$ cat config.mk
export PLATFORM = sky130hd
export DESIGN_NAME = bpred_btb
export DESIGN_NICKNAME = d
export VERILOG_FILES = /design/src/rtl/bpred_pkg.sv /design/src/rtl/bp_entry.sv /design/src/rtl/bp_tag_match.sv /design/src/rtl/bpred_btb.sv
export SDC_FILE = /design/constraint.sdc
export NUM_CORES = 2
export LEC_CHECK = 0
export BUFFER_PORTS_ARGS = -buffer_cell sky130_fd_sc_hd__buf_2
export CAP_MARGIN = 5
export CORE_AREA = 2 2 321 323
export DETAILED_ROUTE_END_ITERATION = 12
export DIE_AREA = 0 0 323 325
export PLACE_DENSITY = 0.71
export RECOVER_POWER = 25
export SLEW_MARGIN = 20
export SYNTH_ARGS = -nofsm -noshare
export SYNTH_HDL_FRONTEND = slang
export SYNTH_SLANG_ARGS = --single-unit
$ cat constraint.sdc
create_clock -name clk -period 10.9 [get_ports clk]
set_input_delay 2.18 -clock clk [delete_from_list [all_inputs] [get_ports clk]]
set_output_delay 2.18 -clock clk [all_outputs]
set_load 0.05 [all_outputs]
$ cat src/rtl/bpred_pkg.sv
package bpred_pkg;

  typedef enum logic [1:0] {
    CTR_SNT = 2'b00,
    CTR_WNT = 2'b01,
    CTR_WT  = 2'b10,
    CTR_ST  = 2'b11
  } ctr_t;

  // saturating step of the confidence counter
  function automatic ctr_t ctr_step(ctr_t c, logic taken);
    case (c)
      CTR_SNT: return taken ? CTR_WNT : CTR_SNT;
      CTR_WNT: return taken ? CTR_WT  : CTR_SNT;
      CTR_WT:  return taken ? CTR_ST  : CTR_WNT;
      default: return taken ? CTR_ST  : CTR_WT;
    endcase
  endfunction

  function automatic logic ctr_predicts(ctr_t c);
    return c[1];
  endfunction

endpackage

$ cat src/rtl/bp_entry.sv
module bp_entry
  import bpred_pkg::*;
#(
  parameter int unsigned TAG_W  = 24,
  parameter int unsigned ADDR_W = 32
) (
  input  logic              clk,
  input  logic              rst_n,
  input  logic              wr_en,
  input  logic              wr_alloc,
  input  logic [TAG_W-1:0]  wr_tag,
  input  logic [ADDR_W-1:0] wr_target,
  input  logic              wr_taken,
  output logic              ent_valid,
  output logic [TAG_W-1:0]  ent_tag,
  output logic [ADDR_W-1:0] ent_target,
  output ctr_t              ent_ctr
);

  ctr_t base_ctr;
  assign base_ctr = wr_alloc ? CTR_WT : ent_ctr;

  always_ff @(posedge clk) begin
    if (!rst_n) begin
      ent_valid  <= 1'b0;
      ent_tag    <= '0;
      ent_target <= '0;
      ent_ctr    <= CTR_WT;
    end else if (wr_en) begin
      ent_valid  <= 1'b1;
      ent_tag    <= wr_tag;
      ent_target <= wr_target;
      ent_ctr    <= ctr_step(base_ctr, wr_taken);
    end
  end

endmodule

$ cat src/rtl/bp_tag_match.sv
module bp_tag_match #(
  parameter int unsigned ENTRIES = 16,
  parameter int unsigned IDX_W   = 4,
  parameter int unsigned TAG_W   = 24
) (
  input  logic [ENTRIES-1:0] valid_vec,
  input  logic [TAG_W-1:0]   tag_arr [ENTRIES],
  input  logic [IDX_W-1:0]   idx,
  input  logic [TAG_W-1:0]   tag_in,
  output logic               hit
);

  assign hit = valid_vec[idx] && (tag_arr[idx] == tag_in);

endmodule

$ cat src/rtl/bpred_btb.sv
module bpred_btb
  import bpred_pkg::*;
#(
  parameter int unsigned ADDR_W     = 32,
  parameter int unsigned ENTRIES    = 16,
  parameter int unsigned FETCH_W    = 4,
  parameter int unsigned INSN_BYTES = 4
) (
  input  logic              clk,
  input  logic              rst_n,
  input  logic [ADDR_W-1:0] lk_pc,
  output logic              lk_hit,
  output logic              lk_taken,
  output logic [ADDR_W-1:0] lk_target,
  input  logic              up_valid,
  input  logic [ADDR_W-1:0] up_pc,
  input  logic              up_taken,
  input  logic [ADDR_W-1:0] up_target
);

  localparam int unsigned IDX_LO = $clog2(FETCH_W * INSN_BYTES);
  localparam int unsigned IDX_W  = $clog2(ENTRIES);
  localparam int unsigned TAG_LO = IDX_LO + IDX_W;
  localparam int unsigned TAG_W  = ADDR_W - TAG_LO;
  localparam logic [ADDR_W-1:0] LOW_MASK = ADDR_W'((1 << IDX_LO) - 1);
  localparam logic [ADDR_W-1:0] STEP     = ADDR_W'(INSN_BYTES);

  function automatic logic [IDX_W-1:0] idx_of(logic [ADDR_W-1:0] a);
    return a[TAG_LO-1:IDX_LO];
  endfunction

  function automatic logic [TAG_W-1:0] tag_of(logic [ADDR_W-1:0] a);
    return a[ADDR_W-1:TAG_LO];
  endfunction

  function automatic logic [ADDR_W-1:0] seq_next(logic [ADDR_W-1:0] a);
    return a + STEP;
  endfunction

  // entry storage
  logic [ENTRIES-1:0] ent_valid;
  logic [TAG_W-1:0]   ent_tag    [ENTRIES];
  logic [ADDR_W-1:0]  ent_target [ENTRIES];
  ctr_t               ent_ctr    [ENTRIES];

  // update-side decode, brought out as named wires
  logic [ADDR_W-1:0] upd_grp;
  logic [IDX_W-1:0]  upd_idx;
  logic [TAG_W-1:0]  upd_tag;
  logic              upd_hit;
  logic              upd_alloc;

  assign upd_grp   = up_pc & ~LOW_MASK;
  assign upd_idx   = idx_of(upd_grp);
  assign upd_tag   = tag_of(upd_grp);
  assign upd_alloc = up_valid && !upd_hit;

  bp_tag_match #(
    .ENTRIES(ENTRIES), .IDX_W(IDX_W), .TAG_W(TAG_W)
  ) u_upd_match (
    .valid_vec(ent_valid),
    .tag_arr  (ent_tag),
    .idx      (upd_idx),
    .tag_in   (upd_tag),
    .hit      (upd_hit)
  );

  for (genvar g = 0; g < ENTRIES; g++) begin : g_ent
    logic sel;
    assign sel = up_valid && (upd_idx == IDX_W'(g));
    bp_entry #(.TAG_W(TAG_W), .ADDR_W(ADDR_W)) u_ent (
      .clk       (clk),
      .rst_n     (rst_n),
      .wr_en     (sel),
      .wr_alloc  (!upd_hit),
      .wr_tag    (upd_tag),
      .wr_target (up_target),
      .wr_taken  (up_taken),
      .ent_valid (ent_valid[g]),
      .ent_tag   (ent_tag[g]),
      .ent_target(ent_target[g]),
      .ent_ctr   (ent_ctr[g])
    );
  end

  // lookup side
  logic [IDX_W-1:0] lk_idx;
  logic [TAG_W-1:0] lk_tag;
  logic             lk_match;
  ctr_t             lk_ctr;

  assign lk_idx = idx_of(lk_pc);
  assign lk_tag = tag_of(lk_pc);

  bp_tag_match #(
    .ENTRIES(ENTRIES), .IDX_W(IDX_W), .TAG_W(TAG_W)
  ) u_lk_match (
    .valid_vec(ent_valid),
    .tag_arr  (ent_tag),
    .idx      (lk_idx),
    .tag_in   (lk_tag),
    .hit      (lk_match)
  );

  assign lk_ctr    = ent_ctr[lk_idx];
  assign lk_hit    = lk_match;
  assign lk_taken  = lk_match && ctr_predicts(lk_ctr);
  assign lk_target = lk_taken ? ent_target[lk_idx] : seq_next(lk_pc);

endmodule

* After elaboration in Yosys (flattened, before gate mapping)
Cells that the tools add are included.
** Word-level totals
- Word-level logic and storage cells :: 209
- Register bits after elaboration :: 944
- Input bits :: 100
** Cells by class
- Reductions and logical operators :: 36
- Equality and inequality tests :: 49
- Multiplexer cells :: 53
- Bitwise logic cells :: 2
- Magnitude comparators :: 4
- Add/sub/neg operators :: 1
** Operators by type and width (count)
- binary-select mux 24 bit (select 4 bit) :: 2
- binary-select mux 32 bit (select 4 bit) :: 1
- 2-to-1 mux 24 bit :: 4
- 2-to-1 mux 32 bit :: 3
- case mux 2 bit (3 select lines) :: 16
- equality test 24 bit :: 2
- 2-to-1 mux 2 bit :: 20
- adder 32 x 3 -> 32 bit, second input constant :: 1
- equality test 2 x 1 -> 1 bit, second input constant :: 16
- equality test 2 bit, second input constant :: 16
- equality test 4 bit, second input constant :: 8
- zero test 2 bit :: 16
- logical AND 1 bit :: 19
- equality test 4 x 3 -> 1 bit, second input constant :: 4
- greater-or-equal comparator 5 bit, second input constant :: 2
- less-than comparator 4 x 5 -> 1 bit, second input constant :: 2
- NOT 4 -> 5 bit :: 2
- binary-select mux 1 bit (select 4 bit) :: 2
- binary-select mux 2 bit (select 4 bit) :: 1
- equality test 4 x 2 -> 1 bit, second input constant :: 2
- equality test 4 x 1 -> 1 bit, second input constant :: 1
- zero test 4 bit :: 1
- 2-to-1 mux 1 bit :: 4

* Longest topological paths before layout
- Depth after elaboration :: 9
- Gate-level depth with buffers :: 16
- Mapped depth without buffers :: 9

* Modules after synthesis
A second synthesis with hierarchy kept.
** Unflattened totals
- Cells, all modules :: 4071
- Area total of the unflattened synthesis :: 48855.6 um2
** By module, submodules not included
- bp_entry :: area each 2292.2 um2, times used 16, cells each 194
- bp_tag_match :: area each 3549.7 um2, times used 2, cells each 268
- bpred_btb :: area each 5081.1 um2, times used 1, cells each 431

* Least setup slack after synthesis
Ideal clock, no wire load.
- Path type :: in2out
- From :: input lk_pc[4]
- To :: output lk_target[2]
- Required time :: 8720 ps
- Path slack :: 2648 ps
- Stages :: 13
- Arrival :: 6072 ps
- Path through :: buf_2 buf_1 clkbuf_1 mux4_2 mux2i_1 mux2i_1 xnor2_1 nand4_1 nor4_1 nand3_1 buf_2 inv_1 mux2i_1
** On the way
- Longest elaborated chain between the ends :: 8
** RTL lines
- start: declaration :: line bpred_btb.sv:11 : input logic [ADDR_W-1:0] lk_pc,
- NOT 4 -> 5 bit (not written as such) :: line bp_tag_match.sv:13, bpred_btb.sv:105
- binary-select mux 24 bit (select 4 bit) :: line bp_tag_match.sv:13 : assign hit = valid_vec[idx] && (tag_arr[idx] == tag_in);
- 2-to-1 mux 24 bit (not written as such) (2 in a row) :: line bp_tag_match.sv:13
- equality test 24 bit :: line bp_tag_match.sv:13
- logical AND 1 bit :: line bp_tag_match.sv:13
- logical AND 1 bit (*) :: line bpred_btb.sv:107 : assign lk_taken = lk_match && ctr_predicts(lk_ctr);
- net lk_taken :: line bpred_btb.sv:13 : output logic lk_taken,
- 2-to-1 mux 32 bit (*) :: line bpred_btb.sv:108 : assign lk_target = lk_taken ? ent_target[lk_idx] : seq_next(lk_pc);
- end: declaration :: line bpred_btb.sv:14 : output logic [ADDR_W-1:0] lk_target,
The timed path passes the listed nets; every way through them passes the cells marked *. The select of a mux whose other input is x is not followed.

* Worst setup path in the final report
- From :: input lk_pc[5]
- To :: output lk_target[31]
** On the way
- Longest elaborated chain between the ends :: 8
** RTL lines (line)
- NOT 4 -> 5 bit (not written as such) :: bp_tag_match.sv:13, bpred_btb.sv:105, bpred_btb.sv:108
- binary-select mux 24 bit (select 4 bit) :: bp_tag_match.sv:13
- 2-to-1 mux 24 bit (not written as such) (2 in a row) :: bp_tag_match.sv:13
- equality test 24 bit :: bp_tag_match.sv:13
- logical AND 1 bit :: bp_tag_match.sv:13
- logical AND 1 bit :: bpred_btb.sv:107
- 2-to-1 mux 32 bit (*) :: bpred_btb.sv:108
Mark *: on every way between the ends. The rest lies on a longest branch, timed or not. The select of a mux whose other input is x is not followed.

==> results by group <==
Power and ir drop
  – Tot Pwr: 7.729 mW
  – Pwr Density: 155.4 mW/mm²
  – Leak: 16.29 nW
  – Worst VDD drop: 122.1 µV

Global route
  – Initial antenna violation count: 13
  – First-pass GRT wire length: 236500 µm
  – Number of global-route vias before repair: 37663
  – Grt met1 use: 38.11%
  – Overall routing resource usage: 29.62%
  – GR Util met2: 44.91%
  – Met3 Use GR: 7.097%
  – Overflow after GRT: 0
  – Largest net degree at the start of global routing: 240
  – Busiest layer in global routing: met2

Synth
  – Sequential fraction of the synthesis area: 41.66%
  – Cell Area, Synth: 0.04537 mm²
  – Seq cells post-synth: 944
  – Syn_area_per_cell: 8.661 µm²
  – Post-synthesis cell type count: 66
  – Top_reg_cell synth: dfxtp_1
  – Mapped Cells: 5238
  – Ys async rst share: 0%
  – Synth Net Count: 5339
  – EDFF count, synth: 0
  – Syn. warnings: 0

STA
  – Period utilization: 84.46%
  – Min Tclk post-route: 9.206 ns
  – Final hold slack: 0.4512 ns
  – Hold Vio Cnt, Final: 0
  – Slew margin rel.: -232.0%
  – Final setup fails: 0
  – RSZ-0062 raised after global routing: false
  – Clock Skew: 0.02518 ns
  – Setup TNS: 0 ns
  – Max-slew violations: 508
  – Final Worst Setup Slack: 1.694 ns
  – Worst-margin pin slew: 4.980 ns
  – Peak Freq: 108.6 MHz

Cells and area
  – Share of cells above drive strength 1: 15.54%
  – Nets@finish: 5108
  – Most frequent cells in the layout: nand2_1, a21oi_1, dfxtp_1, mux4_2, buf_2
  – Most common cell after layout, fill and taps aside: nand2_1
  – Area Overhead vs Synth: 9.645%

Place
  – Placer Congestion: 0.9691
  – Final HPWL DP: 89050 µm
  – Port Buf Inserts: 129
  – Setup WS pre-CTS: 1.744 ns

Status
  – Failing checks: max-capacitance violations, max-slew violations
  – Outcome: finished, violations left

Critical path
  – R2r startpoint: g_ent[11].u_ent.ent_tag[8]
  – WS Path Type: input port to primary output
  – Arrival @ worst endpoint: 7.03 ns
  – Flop-to-flop setup slack: 6.51 ns
  – Crit-path max FO: 69
  – CP Launch Type: input port
  – Required time of the critical path: 8.72 ns
  – R2R Path End: g_ent[13].u_ent.ent_ctr[0]
  – Worst reg2reg path depth: 8
  – CP endpoint kind: primary output

Clock network
  – Resize count post-CTS: 0
  – Clock root buffer: clkbuf_16
  – CTS Buf Count: 98
  – Clock Path Buffers: 3
  – CTS H-tree lvls: 3
  – Clock sink count: 944
  – CTS tree: done
  – Worst-path clk slew: 0.06 ns
  – CTS hold repair buffers: 0
  – Worst-Skew Late Latency: 0.68 ns
  – Post-CTS Setup Inserts: 0

Floorplanning
  – Die extent in y: 325 µm
  – Die Wd: 323 µm
  – # rows: 117
  – Core Area: 0.1013 mm²
  – I/O Pins: 134
  – Die footprint: 0.1050 mm²
  – Starting Density: 44.78%

Routing
  – Drt wl/cell: 24.53 µm
  – Post-Route WL: 158500 µm
  – Residual DRC: 0
  – DR pass1 iterations: 8
  – DR iter-0 viols: 5796
  – Vias: 39545
  – ANT nets after route: 0
  – Via/cell ratio: 6.120

Min path
  – Hold/Removal Path Class: register to register
  – Min-Delay Startpoint: g_ent[9].u_ent.ent_target[15]
  – WHS Endpoint: g_ent[9].u_ent.ent_target[15]
  – Hold Crit Depth: 2

Flow run
  – Max_cap viols: 16
-- synth_stat cells, drive strengths merged, types with 3 or more instances --
master      n  area [µm²]
a211oi      5       37.54
a21oi     954        4775
a22o        3       26.28
a22oi       4       30.03
a2bb2oi     3       26.28
a31o       14       122.6
and2        5       31.28
and3       16       100.1
buf       106       638.1
clkbuf    428        1617
dfxtp     944       18900
inv        16       60.05
mux2       39       439.2
mux2i     119        1191
mux4      365        8232
nand2    1847        6933
nand2b      9       56.30
nand3      31       155.2
nand4       8       50.05
nor2      104       392.9
nor2b       4       25.02
nor3       14       70.07
nor4        4       25.02
o21ai      57       285.3
o221ai      4       35.03
o22ai       9       56.30
o311ai      3       26.28
o31ai       4       30.03
or2         4       25.02
or3         3       18.77
or4        16       123.9
xnor2      55       481.7
xor2       13       113.9
-- cell type report --
class                   instances  area [µm²]
diodes                         10       25.02
clock buffers                 144        2949
clock inverters                33       495.5
fillers                      9397       51560
inverters                      18       76.32
multi-input cells            3741       24280
flip-flops and latches        944       18900
well taps                    1368        1712
repair buffers                204        1309
-- flip-flops by register name, summed over array words and instances, names as in the netlist --
name and cells:
g_ent.u_ent.ent_tag 384, g_ent.u_ent.ent_target 512, g_ent.u_ent.ent_valid 16, g_ent.u_ent.ent_ctr 32
-- critical path, cell delays in order --
cell and delay, ns:
buf_8 0.56, buf_4 0.44, buf_4 0.64, and3_1 0.30, nand4_1 0.38, nor3_1 0.42
nand2_1 0.17, nor3_1 0.34, nand3_1 0.16, xnor2_1 0.58, mux2_2 0.35, buf_2 0.28
-- per-layer routing --
layer	vias up	wire (µm)
met5	-	59
met2	2391	70460
met1	19126	57760
met4	10	10510
met3	556	19730
li1	17462	-
-- cell families (layout without fill, tap and decap cells) --
kind of cell,after synthesis,count (layout),synth area share (%)
DFF,944,944,41.66
muxes,523,523,21.74
buffers and inverters,553,399,5.138
and+or+nand+nor,2070,2070,17.75
xor gates and xnor gates,68,68,1.313
AOI/OAI and AO/OA,1079,1079,12.38
adders and majority gates,1,1,0.02758
other,0,10,0
-- worst max path at each step --
stage	depth (start not counted)	start	endpoint
4_1_cts	12	lk_pc[5]	lk_target[31]
5_1_grt	12	lk_pc[5]	lk_target[3]
3_5_place_dp	12	lk_pc[5]	lk_target[31]
6_report	12	lk_pc[5]	lk_target[31]
2_1_floorplan	13	lk_pc[4]	lk_target[2]
3_3_place_gp	12	lk_pc[5]	lk_target[31]
-- stage by stage --
stage | utilization [%] | cells | cell area, µm²
final | 49.10 | 6462 | 49740
after global routing | 49.09 | 6457 | 49730
after CTS | 49.17 | 6451 | 49810
after detailed placement | 45.76 | 6274 | 46360
after global placement | 45.75 | 6273 | 46340
after floorplan | - | 5238 | 45370
-- report_power, final --
group	switching, mW	internal (mW)	total [mW]
registers	0.0291	3.50	3.53
logic	0.424	0.185	0.610
clock network	1.46	2.14	3.59
(Power assumes the default switching activity.)
